<file path="config.mk">
export PLATFORM = sky130hd
export DESIGN_NAME = mux_bus_ctl
export DESIGN_NICKNAME = d
export VERILOG_FILES = /design/src/rtl/mux_bus_ctl.sv
export SDC_FILE = /design/constraint.sdc
export NUM_CORES = 1
export LEC_CHECK = 0
export ABC_CLOCK_PERIOD_IN_PS = 3900
export BUFFER_PORTS_ARGS = -buffer_cell sky130_fd_sc_hd__buf_4
export CORE_UTILIZATION = 57
export CTS_BUF_LIST = sky130_fd_sc_hd__clkbuf_8
export DETAILED_ROUTE_END_ITERATION = 8
export PLACE_DENSITY = 0.93
export SETUP_SLACK_MARGIN = 0.5
export SYNTH_ARGS = -nofsm -noshare
export SYNTH_HDL_FRONTEND = slang
export SYNTH_SLANG_ARGS = --single-unit
</file>
<file path="constraint.sdc">
create_clock -name clk -period 3.9 [get_ports clk]
set_input_delay 0.39 -clock clk [delete_from_list [all_inputs] [get_ports clk]]
set_output_delay 0.39 -clock clk [all_outputs]
set_load 0.01 [all_outputs]
</file>
<file path="src/rtl/mux_bus_ctl.sv">
module mux_bus_ctl (
  input  logic        clk,
  input  logic        rst_n,
  input  logic [1:0]  width_i,
  input  logic        req_valid_i,
  output logic        req_ready_o,
  input  logic        req_write_i,
  input  logic        req_lock_i,
  input  logic [31:2] req_addr_i,
  input  logic [3:0]  req_be_i,
  input  logic [1:0]  req_len_i,
  input  logic [31:0] req_wdata_i,
  output logic        wdata_take_o,
  output logic [31:0] rdata_o,
  output logic        rvalid_o,
  output logic [31:0] ad_o,
  input  logic [31:0] ad_i,
  output logic        ad_oe_o,
  output logic        ctl_oe_o,
  output logic        ads_n_o,
  output logic        wr_n_o,
  output logic [3:0]  be_n_o,
  output logic [1:0]  a32_o,
  output logic        blast_n_o,
  input  logic        rdy_n_i,
  output logic        lock_n_o,
  input  logic        lock_pin_i,
  input  logic        hold_i,
  output logic        holda_o
);
  typedef enum logic [2:0] {S_RST, S_IDLE, S_TA, S_TD, S_TR, S_TH, S_TEST} st_t;
  localparam logic [1:0] W8 = 2'd0, W16 = 2'd1;

  st_t         st;
  logic [31:2] addr_q;
  logic [3:0]  be_q;
  logic [1:0]  len_q, wid_q, word_q, sub_q;
  logic        wr_q, lk_q, holda_q, rvalid_q;
  logic [31:0] rbuf_q, rdata_q, rmerge, wlane;
  logic [3:0]  be_calc;

  wire start_ok  = (st == S_IDLE || st == S_TR) && !hold_i;
  wire accept    = start_ok && req_valid_i;
  wire beat      = (st == S_TD) && !rdy_n_i;
  wire sub_last  = (wid_q == W8) ? (sub_q == 2'd3) : (wid_q == W16) ? sub_q[0] : 1'b1;
  wire word_done = beat && sub_last;
  wire active    = (st == S_TA) || (st == S_TD) || (st == S_TR);

  always_comb begin
    rmerge = rbuf_q;
    wlane  = req_wdata_i;
    be_calc = ~be_q;
    case (wid_q)
      W8: begin
        rmerge[{sub_q, 3'b000} +: 8] = ad_i[7:0];
        wlane   = {24'h0, req_wdata_i[{sub_q, 3'b000} +: 8]};
        be_calc = {2'b11, sub_q};
      end
      W16: begin
        rmerge[{sub_q[0], 4'b0000} +: 16] = ad_i[15:0];
        wlane   = {16'h0, req_wdata_i[{sub_q[0], 4'b0000} +: 16]};
        be_calc = {~be_q[{sub_q[0], 1'b1}], 1'b1, sub_q[0], ~be_q[{sub_q[0], 1'b0}]};
      end
      default: rmerge = ad_i;
    endcase
  end

  assign req_ready_o  = start_ok;
  assign wdata_take_o = word_done && wr_q;
  assign rdata_o      = rdata_q;
  assign rvalid_o     = rvalid_q;
  assign holda_o      = holda_q;
  assign ad_o         = (st == S_TA) ? {addr_q, 2'b00} : wlane;
  assign ad_oe_o      = (st == S_TA) || (st == S_TD && wr_q);
  assign ctl_oe_o     = active || (st == S_IDLE);
  assign ads_n_o      = !(st == S_TA);
  assign wr_n_o       = !(active && wr_q);
  assign lock_n_o     = !(active && lk_q);
  assign blast_n_o    = !((st == S_TD) && (word_q == len_q) && sub_last);
  assign be_n_o       = active ? be_calc : 4'hF;
  assign a32_o        = addr_q[3:2] + word_q;

  always_ff @(posedge clk or negedge rst_n) begin
    if (!rst_n) begin
      st <= S_RST;
      addr_q <= '0; be_q <= '0; len_q <= '0; wid_q <= '0;
      word_q <= '0; sub_q <= '0; wr_q <= 1'b0; lk_q <= 1'b0;
      holda_q <= 1'b0; rvalid_q <= 1'b0; rbuf_q <= '0; rdata_q <= '0;
    end else begin
      rvalid_q <= word_done && !wr_q;
      holda_q  <= (st == S_TH) && hold_i;
      if (beat) rbuf_q <= rmerge;
      if (word_done && !wr_q) rdata_q <= rmerge;
      if (accept) begin
        addr_q <= req_addr_i; be_q <= req_be_i; len_q <= req_len_i;
        wid_q <= width_i; wr_q <= req_write_i; lk_q <= req_lock_i;
        word_q <= '0; sub_q <= '0;
      end
      case (st)
        S_RST:  st <= lock_pin_i ? S_IDLE : S_TEST;
        S_IDLE: if (hold_i) st <= S_TH; else if (req_valid_i) st <= S_TA;
        S_TA:   st <= S_TD;
        S_TD: if (beat) begin
          if (sub_last) begin
            sub_q <= '0;
            if (word_q == len_q) st <= S_TR;
            else word_q <= word_q + 2'd1;
          end else sub_q <= sub_q + 2'd1;
        end
        S_TR: if (hold_i) st <= S_TH; else if (req_valid_i) st <= S_TA; else st <= S_IDLE;
        S_TH:   if (!hold_i) st <= S_IDLE;
        S_TEST: st <= S_TEST;
        default: st <= S_RST;
      endcase
    end
  end
endmodule


</file>
==> flow_metrics.py <==
metrics = {
    "clock_tree": {
        "insertion_delay_ns": 0.44,
        "cts_buffer_depth": 2,
        "clock-sinks": 113,
        "cts.clk_slew.worst_paths_ns": 0.07,
        "tritoncts": "done",
        "clk_root_buffer_cell": "clkbuf_8",
        "htree_num_levels": 4,
        "numCtsBuffers": 17,
        "cts_resized": 0,
    },
    "job": {
        "drv_cap": 0,
    },
    "worst_setup_path": {
        "path_max_fanout": 17,
        "worstPathRequired_ns": 3.51,
        "worstPathArrival_ns": 2.81,
        "r2r_setup_slack_ns": 1.36,
        "critPathKind": "register to primary output",
        "r2r-start": "sub_q[0]",
        "r2r_cells": 6,
        "endpoint_kind": "primary output",
        "setup.worst_path.end": "ad_o[13]",
        "cp-start-kind": "register",
        "startpoint": "sub_q[0]",
        "worstReg2RegEnd": "rbuf_q[19]",
    },
    "place": {
        "dp_cells": 910,
        "dp_hpwl_um": 13700,
        "gp_congestion": 0.990,
        "io_buffers": 189,
        "placed_area_mm2": 0.00749,
    },
    "drt": {
        "ant_nets": 0,
        "routedWlPerCell_um": 20.2,
        "vias": 5931,
        "post-route-drc-count": 0,
        "viasPerCell": 6.30,
        "drt_wl_total_um": 19100,
        "firstDrtPassIters": 8,
        "drtIter0Drc": 575,
    },
    "grt": {
        "grt_remaining_overflow": 0,
        "grt_pass1_vias": 5958,
        "use_met2": 0.600,
        "grtUsageMet1": 0.406,
        "grt_pass1_wl_um": 30000,
        "grt_start_max_net_pins": 52,
        "top_usage_layer": "met2",
        "antenna_found_initial": 0,
        "gr-usage-met3": 0.0898,
        "globalRouteTotalUtil": 0.354,
    },
    "floorplan": {
        "fp.dieH_um": 105,
        "die_w_um": 105,
        "start_util": 0.588,
        "std_cell_rows": 37,
        "io_pins": 190,
        "design.die.area_mm2": 0.0110,
        "coreArea_mm2": 0.0103,
    },
    "outcome": {
        "outcome": "finished clean",
    },
    "synth": {
        "ys_types": 56,
        "synth_cells": 619,
        "ys_seq_elements": 113,
        "avgSynthCellArea_um2": 9.75,
        "synthAdderAreaFrac": 0.0145,
        "synth.mux.area_fraction": 0.102,
        "synth_area_mm2": 0.00604,
        "synth_xor_area_frac": 0.00870,
        "synth_top_family_by_area": "compound AO/OA/AOI/OAI gates",
        "synth-compound-area-share": 0.194,
        "async_reset_ff_frac": 1.00,
        "synth_seq_area_share": 0.468,
        "yosys.area_share.simple": 0.170,
        "synth-edff-count": 0,
        "ys_warn_count": 0,
        "syn-num-nets": 736,
        "synth_ff_type": "dfrtp_1",
    },
    "timing": {
        "fmax_ghz": 0.313,
        "worst_pin_slew_ns": 0.820,
        "fin_crit_sh": 0.819,
        "relSlewSlack": 0.448,
        "rsz0062_at_grt": "no",
        "setup_viol": 0,
        "finalMaxSlewViolations": 0,
        "fin_crit_ns": 3.20,
        "final.setup.tns_ns": 0,
        "finClkSkew_ns": 0.0185,
        "hold_violations": 0,
    },
    "layout": {
        "final_cell_mix": "buf_4 (198), dfrtp_1 (112), nand2_1 (89)",
        "seq_area_mm2": 0.00283,
        "finalNonFillerCells": 942,
        "nets": 911,
        "antenna-diode-count": 0,
        "layout_commonest_cell": "buf_4",
        "multi_input_area_mm2": 0.00297,
        "layout-area-overhead-vs-synth_pct": 30.9,
        "fillers": 682,
        "drive_gt1_frac": 0.361,
        "fin_area_mm2": 0.00790,
    },
    "worst_hold_path": {
        "hold_class": "input port to register",
    },
    "power_and_ir_drop": {
        "leakagePower_nw": 3.74,
        "p_per_area_mw_per_mm2": 822,
        "peakVddDrop_mv": 0.466,
    },
}
==> layer usage <==
metal	share of wire	vias up
met4	0.053	0
met3	0.097	92
met5	0	-
met1	0.36	2791
met2	0.49	432
li1	-	2616
==> worst min path at each step <==
stage	start	to	slack, ns	depth (start not counted)
floorplan	rst_n	addr_q[10]	0.09	0
global placement	rst_n	rdata_o[23]	0.45	1
detailed placement	rst_n	rdata_o[20]	0.46	1
CTS	req_addr_i[11]	addr_q[11]	0.17	2
global route	req_addr_i[10]	addr_q[10]	0.17	2
finish	req_addr_i[20]	addr_q[20]	0.18	2
==> metrics by stage <==
stage	utilization	hold slack, ns	setup slack [ns]	total power [mW]
after detailed placement	0.729	0.459	1.20	5.31
after CTS	0.769	0.172	0.729	6.46
after global routing	0.769	0.166	0.548	6.87
after global placement	0.729	0.448	1.33	5.14
after floorplan	-	0.0944	1.46	4.09
final	0.769	0.182	0.705	6.50
==> cells in the mapped netlist (7+ instances only) <==
cell | instances | share of area
clkbuf_1 | 18 | 0.011
nor2b_1 | 7 | 0.0073
a222oi_1 | 13 | 0.022
a22o_1 | 10 | 0.015
a221oi_1 | 29 | 0.042
o21ai_0 | 20 | 0.017
a21o_1 | 7 | 0.0087
ha_1 | 7 | 0.015
nor2_1 | 73 | 0.045
nor4b_1 | 7 | 0.010
buf_2 | 18 | 0.015
mux2_2 | 50 | 0.093
nand2_1 | 89 | 0.055
dfrtp_1 | 113 | 0.47
a21oi_1 | 29 | 0.024
o31ai_1 | 13 | 0.016
nand3_1 | 20 | 0.017
inv_1 | 10 | 0.0062
o21ai_1 | 19 | 0.016
==> where the power goes <==
group / internal [mW] / total (mW) / switching, mW
clock network: 0.627 / 1.12 / 0.491
registers: 1.72 / 2.20 / 0.477
logic: 1.48 / 3.18 / 1.70
total: 3.83 / 6.50 / 2.67
==> cell type report <==
cell class | count | share of cell area
multi-input cells | 452 | 0.375
well taps | 136 | 0.0215
flip-flops and latches | 113 | 0.358
repair buffers | 199 | 0.189
clock inverters | 10 | 0.0139
inverters | 11 | 0.00522
clock buffers | 21 | 0.0366
==> state kept, by name, summed over array words and instances, names as in the netlist <==
| signal | flops |
|---|---|
| rvalid_o | 1 |
| sub_q | 2 |
| rbuf_q | 32 |
| word_q | 2 |
| rdata_o | 32 |
| st | 3 |
| be_q | 4 |
| addr_q | 30 |
| holda_o | 1 |
| len_q | 2 |
| wid_q | 2 |
| lk_q | 1 |
| wr_q | 1 |
==> worst max-delay path, stage by stage, from the launching register on <==
cell,delay (ns)
dfrtp_1,0.50
buf_4,0.27
nor2b_1,0.54
or2_1,0.59
a221oi_1,0.17
nor2_1,0.15
buf_4,0.14
==> cell families (layout without fill, tap and decap cells) <==
logic type / count (synthesis) / in the layout
AOI/OAI and AO/OA: 163 / 163
xor gates and xnor gates: 6 / 6
adders and majority gates: 7 / 7
buffers and inverters: 54 / 241
DFF: 113 / 113
muxes: 55 / 55
and+or+nand+nor: 221 / 221
==> timing repair <==
item                                   CTS  global route
buffers inserted                         0             0
endpoints found under the hold margin   26             0
hold buffers                             1             0
Power figures use the tool's default switching activity.
